==> src/rtl/fx_pkg.sv <==
package fx_pkg;
  localparam int DATA_W    = 32;
  localparam int MAX_FIELD = 8;
  localparam int SIZE_W    = $clog2(MAX_FIELD);
  localparam int SHAMT_W   = $clog2(DATA_W);
  localparam int RD_W      = 5;

  localparam logic [6:0] OPC_CUSTOM0 = 7'b0001011;
  localparam logic [2:0] F3_REG      = 3'b000;
  localparam logic [2:0] F3_IMM      = 3'b100;

  typedef struct packed {
    logic loadRes;
    logic useImm;
    logic flagIllegal;
  } fxCtrl_t;
endpackage

==> src/rtl/fx_ctrl.sv <==
module fx_ctrl
  import fx_pkg::*;
(
  input  logic        clk,
  input  logic        rstN,
  input  logic        inValid,
  input  logic [31:0] instr,
  output fxCtrl_t     ctrl,
  output logic        resValid,
  output logic        resIllegal
);
  logic isCustom;
  logic rsvdSet;
  logic f3Reg;
  logic f3Imm;

  always_comb begin
    isCustom = (instr[6:0] == OPC_CUSTOM0);
    rsvdSet  = (|instr[31:29]) | instr[25];
    f3Reg    = (instr[14:12] == F3_REG);
    f3Imm    = (instr[14:12] == F3_IMM);
    ctrl.useImm      = f3Imm;
    ctrl.loadRes     = inValid & isCustom & ~rsvdSet & (f3Reg | f3Imm);
    ctrl.flagIllegal = inValid & isCustom & (rsvdSet | ~(f3Reg | f3Imm));
  end

  always_ff @(posedge clk) begin
    if (!rstN) begin
      resValid   <= 1'b0;
      resIllegal <= 1'b0;
    end else begin
      resValid   <= ctrl.loadRes;
      resIllegal <= ctrl.flagIllegal;
    end
  end
endmodule

==> src/rtl/fx_dpath.sv <==
module fx_dpath
  import fx_pkg::*;
(
  input  logic                clk,
  input  logic                rstN,
  input  fxCtrl_t             ctrl,
  input  logic [31:0]         instr,
  input  logic [DATA_W-1:0]   srcA,
  input  logic [SHAMT_W-1:0]  shamtReg,
  output logic [DATA_W-1:0]   resData,
  output logic [RD_W-1:0]     resRd
);
  logic [SHAMT_W-1:0]   shamt;
  logic [SIZE_W-1:0]    sizeCode;
  logic [DATA_W-1:0]    shifted;
  logic [MAX_FIELD-1:0] mask;
  logic [DATA_W-1:0]    field;

  assign sizeCode = instr[28:26];
  assign shamt    = ctrl.useImm ? instr[20 +: SHAMT_W] : shamtReg;
  assign shifted  = srcA >> shamt;

  for (genvar i = 0; i < MAX_FIELD; i++) begin : g_mask
    assign mask[i] = (SIZE_W'(i) <= sizeCode);
  end

  assign field = {{(DATA_W-MAX_FIELD){1'b0}}, shifted[MAX_FIELD-1:0] & mask};

  always_ff @(posedge clk) begin
    if (!rstN) begin
      resData <= '0;
      resRd   <= '0;
    end else if (ctrl.loadRes) begin
      resData <= field;
      resRd   <= instr[11:7];
    end
  end
endmodule

==> src/rtl/fx_extract.sv <==
module fx_extract
  import fx_pkg::*;
(
  input  logic        clk,
  input  logic        rstN,
  input  logic        inValid,
  input  logic [31:0] instr,
  input  logic [31:0] srcA,
  input  logic [31:0] srcB,
  output logic        resValid,
  output logic        resIllegal,
  output logic [31:0] resData,
  output logic [4:0]  resRd
);
  fxCtrl_t ctrl;

  fx_ctrl u_ctrl (
    .clk        (clk),
    .rstN       (rstN),
    .inValid    (inValid),
    .instr      (instr),
    .ctrl       (ctrl),
    .resValid   (resValid),
    .resIllegal (resIllegal)
  );

  fx_dpath u_dpath (
    .clk      (clk),
    .rstN     (rstN),
    .ctrl     (ctrl),
    .instr    (instr),
    .srcA     (srcA),
    .shamtReg (srcB[SHAMT_W-1:0]),
    .resData  (resData),
    .resRd    (resRd)
  );
endmodule

==> config.mk <==
export PLATFORM = sky130hd
export DESIGN_NAME = fx_extract
export DESIGN_NICKNAME = d
export VERILOG_FILES = /design/src/rtl/fx_pkg.sv /design/src/rtl/fx_ctrl.sv /design/src/rtl/fx_dpath.sv /design/src/rtl/fx_extract.sv
export SDC_FILE = /design/constraint.sdc
export NUM_CORES = 1
export LEC_CHECK = 0
export BUFFER_PORTS_ARGS = -buffer_cell sky130_fd_sc_hd__buf_2
export CORE_ASPECT_RATIO = 0.7
export CORE_MARGIN = 2
export CORE_UTILIZATION = 25
export DETAILED_ROUTE_END_ITERATION = 6
export PLACE_DENSITY = 0.56
export SYNTH_ARGS = -nofsm -noshare
export SYNTH_HDL_FRONTEND = slang
export SYNTH_HIERARCHICAL = 1
export SYNTH_SLANG_ARGS = --single-unit
==> constraint.sdc <==
create_clock -name clk -period 2.99 [get_ports clk]
set_input_delay 0.897 -clock clk [delete_from_list [all_inputs] [get_ports clk]]
set_output_delay 0.897 -clock clk [all_outputs]
set_load 0.01 [all_outputs]
Word-level counts from Yosys, hierarchy flattened
Index checks and enable logic that the tools add are counted.
{"block": "totals", "regBits": 15, "inputBits": 99, "output_inout_bits": 39, "wordCells": 28}
{"block": "classes", "order_cmp": 8, "eq_ne": 2, "shift": 1, "mux": 1, "n_bitwise": 10, "n_reduce_logical": 2}
{"cell": "$shr A32 B5 Y8", "n": 1}
{"cell": "$le A3 B3 Y1 const A", "n": 4}
{"cell": "$and A8 B8 Y8", "n": 1}
{"cell": "$eq A7 B4 Y1 const B", "n": 1}
{"cell": "$le A1 B3 Y1 const A", "n": 2}
{"cell": "$le A2 B3 Y1 const A", "n": 2}
{"cell": "$mux W5", "n": 1}
{"cell": "$and A1 B1 Y1", "n": 4}
{"cell": "$eq A3 B3 Y1 const B", "n": 1}
{"cell": "$logic_not A3 Y1", "n": 1}
{"cell": "$or A1 B1 Y1", "n": 3}
{"cell": "$reduce_or A3 Y1", "n": 1}
{"cell": "$not A1 Y1", "n": 2}

Depth between registers and ports, before layout
Gate-level depths: netlist (run 1).
{"block": "depth", "word_depth": 5, "ltp_mapped": 13, "mapped_depth_nobuf": 8}

By module
Netlist (run 1), hierarchy kept.
{"module": "fx_dpath", "n_inst": 1, "cells_per_inst": 236, "area_each_um2": 2105.8, "seq_area_each_um2": 260.2}
{"module": "fx_ctrl", "n_inst": 1, "cells_per_inst": 17, "area_each_um2": 132.6, "seq_area_each_um2": 40.0}

Worst setup path after synthesis (run 1)
OpenSTA, ideal clock, no wires.
{"block": "synth_path", "path_type": "input port to flip-flop", "start": "input port instr[13]", "end": "register u_dpath.resData[7]", "setup_time_ps": 117, "arrival_time_ps": 2925, "required_time_ps": 2873, "setup_slack_ps": -52, "stages": 11, "n_path_buf": 4, "cell_sequence": "nor2_1 and2_1 buf_4 buf_6 mux2i_1 buf_4 buf_2 mux4_1 a221oi_1 nand2_1 a22o_1"}
{"block": "synth_between", "elab_chain_len": 4, "word_cells_on_any_way": 7, "classes_between": "1 x eq/ne; 1 x shift; 1 x mux; 3 x bitwise; 1 x reduce/logical"}
{"element": "start, declared", "line": "fx_extract.sv:7", "text": "input logic [31:0] instr,"}
{"element": "$eq A3 B3 Y1 *", "line": "fx_ctrl.sv:21", "text": "f3Imm = (instr[14:12] == F3_IMM);"}
{"element": "named net u_ctrl.f3Imm", "line": "fx_ctrl.sv:15", "text": "logic f3Imm;"}
{"element": "$mux W5", "line": "fx_dpath.sv:20", "text": "assign shamt = ctrl.useImm ? instr[20 +: SHAMT_W] : shamtReg;"}
{"element": "$shr A32 B5 Y8", "line": "fx_dpath.sv:21", "text": "assign shifted = srcA >> shamt;"}
{"element": "$and A8 B8 Y8", "line": "fx_dpath.sv:27", "text": "assign field = {{(DATA_W-MAX_FIELD){1'b0}}, shifted[MAX_FIELD-1:0] & mask};"}
{"element": "end signal, assigned", "line": "fx_dpath.sv:34", "text": "resData <= field;"}
{"element": "end, declared", "line": "fx_dpath.sv:10", "text": "output logic [DATA_W-1:0] resData,"}
Mark *: on every way through the listed nets, which the timed path passes. The rest lies on a longest branch.
A chain may end at the register's enable or synchronous reset.

==> metrics.yaml, run 1 <==
status: "finished clean"
fin_crit_sh: 0.963
cts_tree: "built"
slew_headroom: 0.663
finalHoldViolCount: 0
coreArea_sq_um: 8580
drt-wirelength-per-cell_um: 15.4
root_buffer: "clkbuf_16"
grt_overflow_total: 0
dp_hpwl_um: 6180
placed_cell_area_sq_um: 2900
n_fill_cell: 898
antenna_cells: 0
p_per_area_nw_per_um2: 289
track_usage: 0.145
htreeDepth: 1
boundaryPins: 138
fin_crit_ps: 2880
cp.required_ps: 3120
drcViolationCount: 0
cp-start-kind: "primary input"
io_buffers: 81
finalWirelength_um: 7410
firstDrtPassIters: 4
synth.cell_area_sq_um: 2230
worst_slew_pin_slew_ps: 504
numCtsBuffers: 3
whs_ps: 458
power.leakage_nw: 1.43
cp-end-kind: "flip-flop"
fin_ws_ps: 111
die_height_um: 83.1
path_max_fanout: 8
avgSynthCellArea_sq_um: 8.87
worstSetupPathType: "primary input to flip-flop"
vdd_ir_drop_max_v: 0.000141
clock_latency_ps: 240
rows: 28
final_core_util: 0.357
hold_class: "flip-flop to flip-flop"
antenna_found_initial: 0
viasPerCell: 4.90
initial_core_util: 0.260
dieArea_sq_um: 9720
clk_pin_slew_worst_paths_ps: 50
arrival_ps: 3010
first_global_vias: 2119
finalSetupViolCount: 0
grt_pass1_wl_um: 11000
gp_congestion: 0.957
synth_cells: 252
fin_area_sq_um: 3060
clock_sinks: 15
max_cap_viol_count: 0
drv_slew: 0
drive_gt1_frac: 0.425
dr.first_iter.drc_count: 237
max_freq_mhz: 347
die_w_um: 117
syn_to_final_growth_pct: 37.0
clockBufferDepth: 2
finClkSkew_ps: 0
finalNetCount: 462
grt_max_degree: 18
via_count: 2361
ys_warn_count: 6
preCtsSetupSlack_ps: -255
ant_nets: 0
## state kept, by name, summed over array words and instances, names as in the netlist
register           count
u_dpath/resData        8
u_ctrl/resIllegal      1
u_ctrl/resValid        1
u_dpath/resRd          5
## worst paths after layout
path | slack (ps) | to | from | depth (start not counted)
max reg2reg | 1970 | u_dpath/resData[1]$_SDFFE_PN0P_ | u_dpath/resData[1]$_SDFFE_PN0P_ | 5
max | 110 | u_dpath/resData[7]$_SDFFE_PN0P_ | instr[13] | 9
min reg2reg | 460 | u_dpath/resData[2]$_SDFFE_PN0P_ | u_dpath/resData[2]$_SDFFE_PN0P_ | 2
min | 460 | u_dpath/resData[2]$_SDFFE_PN0P_ | u_dpath/resData[2]$_SDFFE_PN0P_ | 2
## metrics by stage
stage,std cells,power (mW),setup TNS (ps)
final,482,0.885,0
after global placement,471,0.604,-1220
after global routing,482,0.938,-3.34
after detailed placement,471,0.606,-1420
after floorplan,275,0.464,-1.54
after CTS,475,0.871,0
## metal layers
metal  GRT usage  wire length [um]
met1       0.235              3720
met2       0.203              2970
met3      0.0234               679
met4      0.0128                34
met5           0                 0
## cell type report
type | instances | area [sq um] | share of cell area
Clock buffer | 4 | 78.8 | 0.0257
Inverter | 1 | 3.75 | 0.00123
Multi-Input combinational cell | 217 | 1770 | 0.577
Sequential cell | 15 | 300 | 0.0981
Tap cell | 120 | 150 | 0.0490
Timing Repair Buffer | 125 | 761 | 0.248
## worst max-delay path, cell delays in order
cell	delay (ps)
buf_2	90
nor2_1	140
and2_4	190
mux2_4	360
buf_4	170
mux4_1	510
a221oi_1	350
nor3b_1	90
a22o_1	200
## repair_timing
| action | CTS | global route |
|---|---|---|
| hold buffers | 0 | 0 |
| gates resized for setup | 1 | 7 |
| buffers inserted | 0 | 7 |
| endpoints found under the setup margin | 1 | 5 |
## where the power goes
group / leakage, nW / switching (mW) / internal [mW]
Clock: 0.0382 / 0.0766 / 0.180
Sequential: 0.121 / 0.00000953 / 0.200
Combinational: 1.27 / 0.220 / 0.208
Total: 1.43 / 0.296 / 0.589
## cell usage in the layout, fill, tap and decap left out, types with 3 or more instances in the layout
cell type	instances
a221oi_2	3
buf_2	81
a21oi_1	9
a22o_1	6
o31ai_1	3
nor2_1	13
nand3_1	8
nand2_1	31
mux4_1	5
and3_1	6
o21ai_0	6
dfxtp_1	15
a221oi_1	3
mux2i_1	39
nor2b_1	8
buf_4	42
clkbuf_16	3
mux2_2	3
mux4_2	12
a22oi_1	9
conb_1	24
Power figures use the tool's default switching activity.
==> run 2, diff against run 1 <==
- ABC_AREA: default -> 1
- PLACE_DENSITY: 0.56 -> 0.55
==> run 2 against run 1 <==
Sequential share of layout area grew 0.36 points. Setup slack gained 380 ps. Core utilization shrank 4.9 points. Design area shrank 3.6%. Critical path depth grew 4. Cell count grew 37%. Worst hold slack gained 2.5 ps. Clock skew is the same. Count of clock-buffer cells in the layout is the same. Synthesized area grew 9.9%. Largest cell class unchanged. Largest power group unchanged.
==> metrics.yaml, run 2 <==
status: "finished clean"
drt-wirelength-per-cell_um: 12.4  # -19%
syn_to_final_growth_pct: 20.2
ys_warn_count: 6  # unchanged
drive_gt1_frac: 0.238  # -0.188
clk_pin_slew_worst_paths_ps: 50  # about the same
finClkSkew_ps: 0  # unchanged
synth.cell_area_sq_um: 2460  # +9.9%
mostFrequentLayoutCell: "nand2_1"
crit_family: "simple AND/OR/NAND/NOR gates"
io_buffers: 81  # unchanged
dr.first_iter.drc_count: 280  # +18%
firstDrtPassIters: 5  # +1
hold_class: "flip-flop to flip-flop"
worstSetupPathType: "primary input to flip-flop"
grt_overflow_total: 0  # unchanged
drcViolationCount: 0  # unchanged
ant_nets: 0  # unchanged
holdBufCountCts: 0  # unchanged
initial_core_util: 0.256  # -0.00475
finalHoldViolCount: 0  # unchanged
n_fill_cell: 1141  # +27%
preCtsSetupSlack_ps: 239  # +494 ps
avgSynthCellArea_sq_um: 5.36  # -40%
max_freq_mhz: 400  # +15%
layout_common_cells: "141 x nand2_1, 131 x nand3_1, 81 x buf_2"
first_global_vias: 2879  # +36%
power.leakage_nw: 1.63  # +14%
cp-start-kind: "primary input"
cts_tree: "built"
dieArea_sq_um: 10600  # +9.5%
p_per_area_nw_per_um2: 293  # +1.4%
clock_latency_ps: 240  # about the same
die_w_um: 122  # +4.7%
r2r_setup_slack_ps: 2360  # +390 ps
via_count: 3091  # +31%
finalSetupViolCount: 0  # unchanged
path_max_fanout: 33  # +25
grt_max_degree: 34  # +16
stdcell_count: 658  # +37%
dp_hpwl_um: 6750  # +9.2%
final_core_util: 0.307  # -0.0494
crit_top_cell: "nand2_1"
largest_reg_flops: 8  # unchanged
htreeDepth: 1  # unchanged
clockBufferDepth: 2  # unchanged
cts-resized-gates: 0  # -1
largest-register: "u_dpath/resData"
whs_ps: 460  # +2.52 ps
holdCritStartpoint: "u_dpath/resData[0]$_SDFFE_PN0P_"
root_buffer: "clkbuf_16"
dp_cells: 654  # +39%
r2r_cells: 2  # -3
crit_path_cell_trace: "buf_2, nor3b_2, buf_4, nand2_4, nand2_4, nand2_1, nand3_1, nand2_1, nand2_1, nand3_1, nand2_1, nand3_1, a21oi_1"
r2r_start: "u_dpath/resRd[1]$_SDFFE_PN0P_"
synth_cells: 458  # +82%
cp.required_ps: 3160  # +40 ps
arrival_ps: 2680  # -330 ps
gp_congestion: 0.872  # -8.9%
viasPerCell: 4.70  # -4.1%
fin_ws_ps: 487  # +376 ps
placed_cell_area_sq_um: 2870  # -0.91%
holdPathStages: 2  # unchanged
r2r-end: "u_dpath/resRd[1]$_SDFFE_PN0P_"
rows: 30  # +7.1%
finalWirelength_um: 8190  # +10%
cp-end-kind: "flip-flop"
boundaryPins: 138  # unchanged
numCtsBuffers: 3  # unchanged
top_regs: "u_dpath/resData x8, u_dpath/resRd x5"
antenna_found_initial: 0  # unchanged
power.total_uw: 865  # -2.2%
track_usage: 0.156  # +0.0114
hold_end: "u_dpath/resData[0]$_SDFFE_PN0P_"
drv_slew: 0  # unchanged
crit_buf_inv: 2  # unchanged
max_cap_viol_count: 0  # unchanged
rsz0062_at_grt: "no"
antenna_cells: 0  # unchanged
cts_setup_buffers: 0  # unchanged
fin_area_sq_um: 2950  # -3.6%
fin_crit_sh: 0.837  # -0.126
clock_sinks: 15  # unchanged
coreArea_sq_um: 9610  # +12%
finalNetCount: 630  # +36%
setup-tns-final_ps: 0  # unchanged
die_height_um: 86.9  # +4.6%
grt_pass1_wl_um: 13400  # +21%
critical_path.max_stage_delay_ps: 290  # -220 ps
fin_crit_ps: 2500  # -376 ps
cp_slowest_cell: "nand2_4"
vdd_ir_drop_max_v: 0.000210  # +48%
## run 2: worst max-delay path by stage
stage | start | to | slack, ps | depth (start not counted)
floorplan | instr[13] | u_dpath/resData[0]$_SDFFE_PN0P_ | 710 | 10
global placement | instr[13] | u_dpath/resData[3]$_SDFFE_PN0P_ | 290 | 13
detailed placement | instr[13] | u_dpath/resData[3]$_SDFFE_PN0P_ | 240 | 13
CTS | instr[13] | u_dpath/resData[3]$_SDFFE_PN0P_ | 500 | 13
global route | instr[13] | u_dpath/resData[1]$_SDFFE_PN0P_ | 300 | 13
finish | instr[13] | u_dpath/resData[3]$_SDFFE_PN0P_ | 490 | 13
## run 2: layer usage
metal,up-vias,wire length (um),GRT usage
li1,1579,-,-
met1,1376,4030,0.236
met2,136,3420,0.237
met3,0,735,0.0288
met4,0,0,0.0115
met5,-,0,0
## run 2: area by class of cell
class,count,area (sq um),area share
inverter,40,153,0.0517
clock buffer,4,78.8,0.0267
sequential,15,300,0.102
timing repair buffer,90,498,0.169
multi-input combinational,381,1760,0.597
tap,128,160,0.0542
## run 2: power by group
| group | internal, mW | total (mW) | switching [mW] | leakage (nW) |
|---|---|---|---|---|
| clock network | 0.180 | 0.253 | 0.0728 | 0.0382 |
| registers | 0.201 | 0.201 | 0.00000981 | 0.121 |
| logic | 0.142 | 0.412 | 0.270 | 1.47 |
| total | 0.522 | 0.865 | 0.343 | 1.63 |
## run 2: worst reg2reg max path: stages (launching register included)
cell,delay (ps)
dfxtp_1,300
o21ai_0,170
nor2_1,50
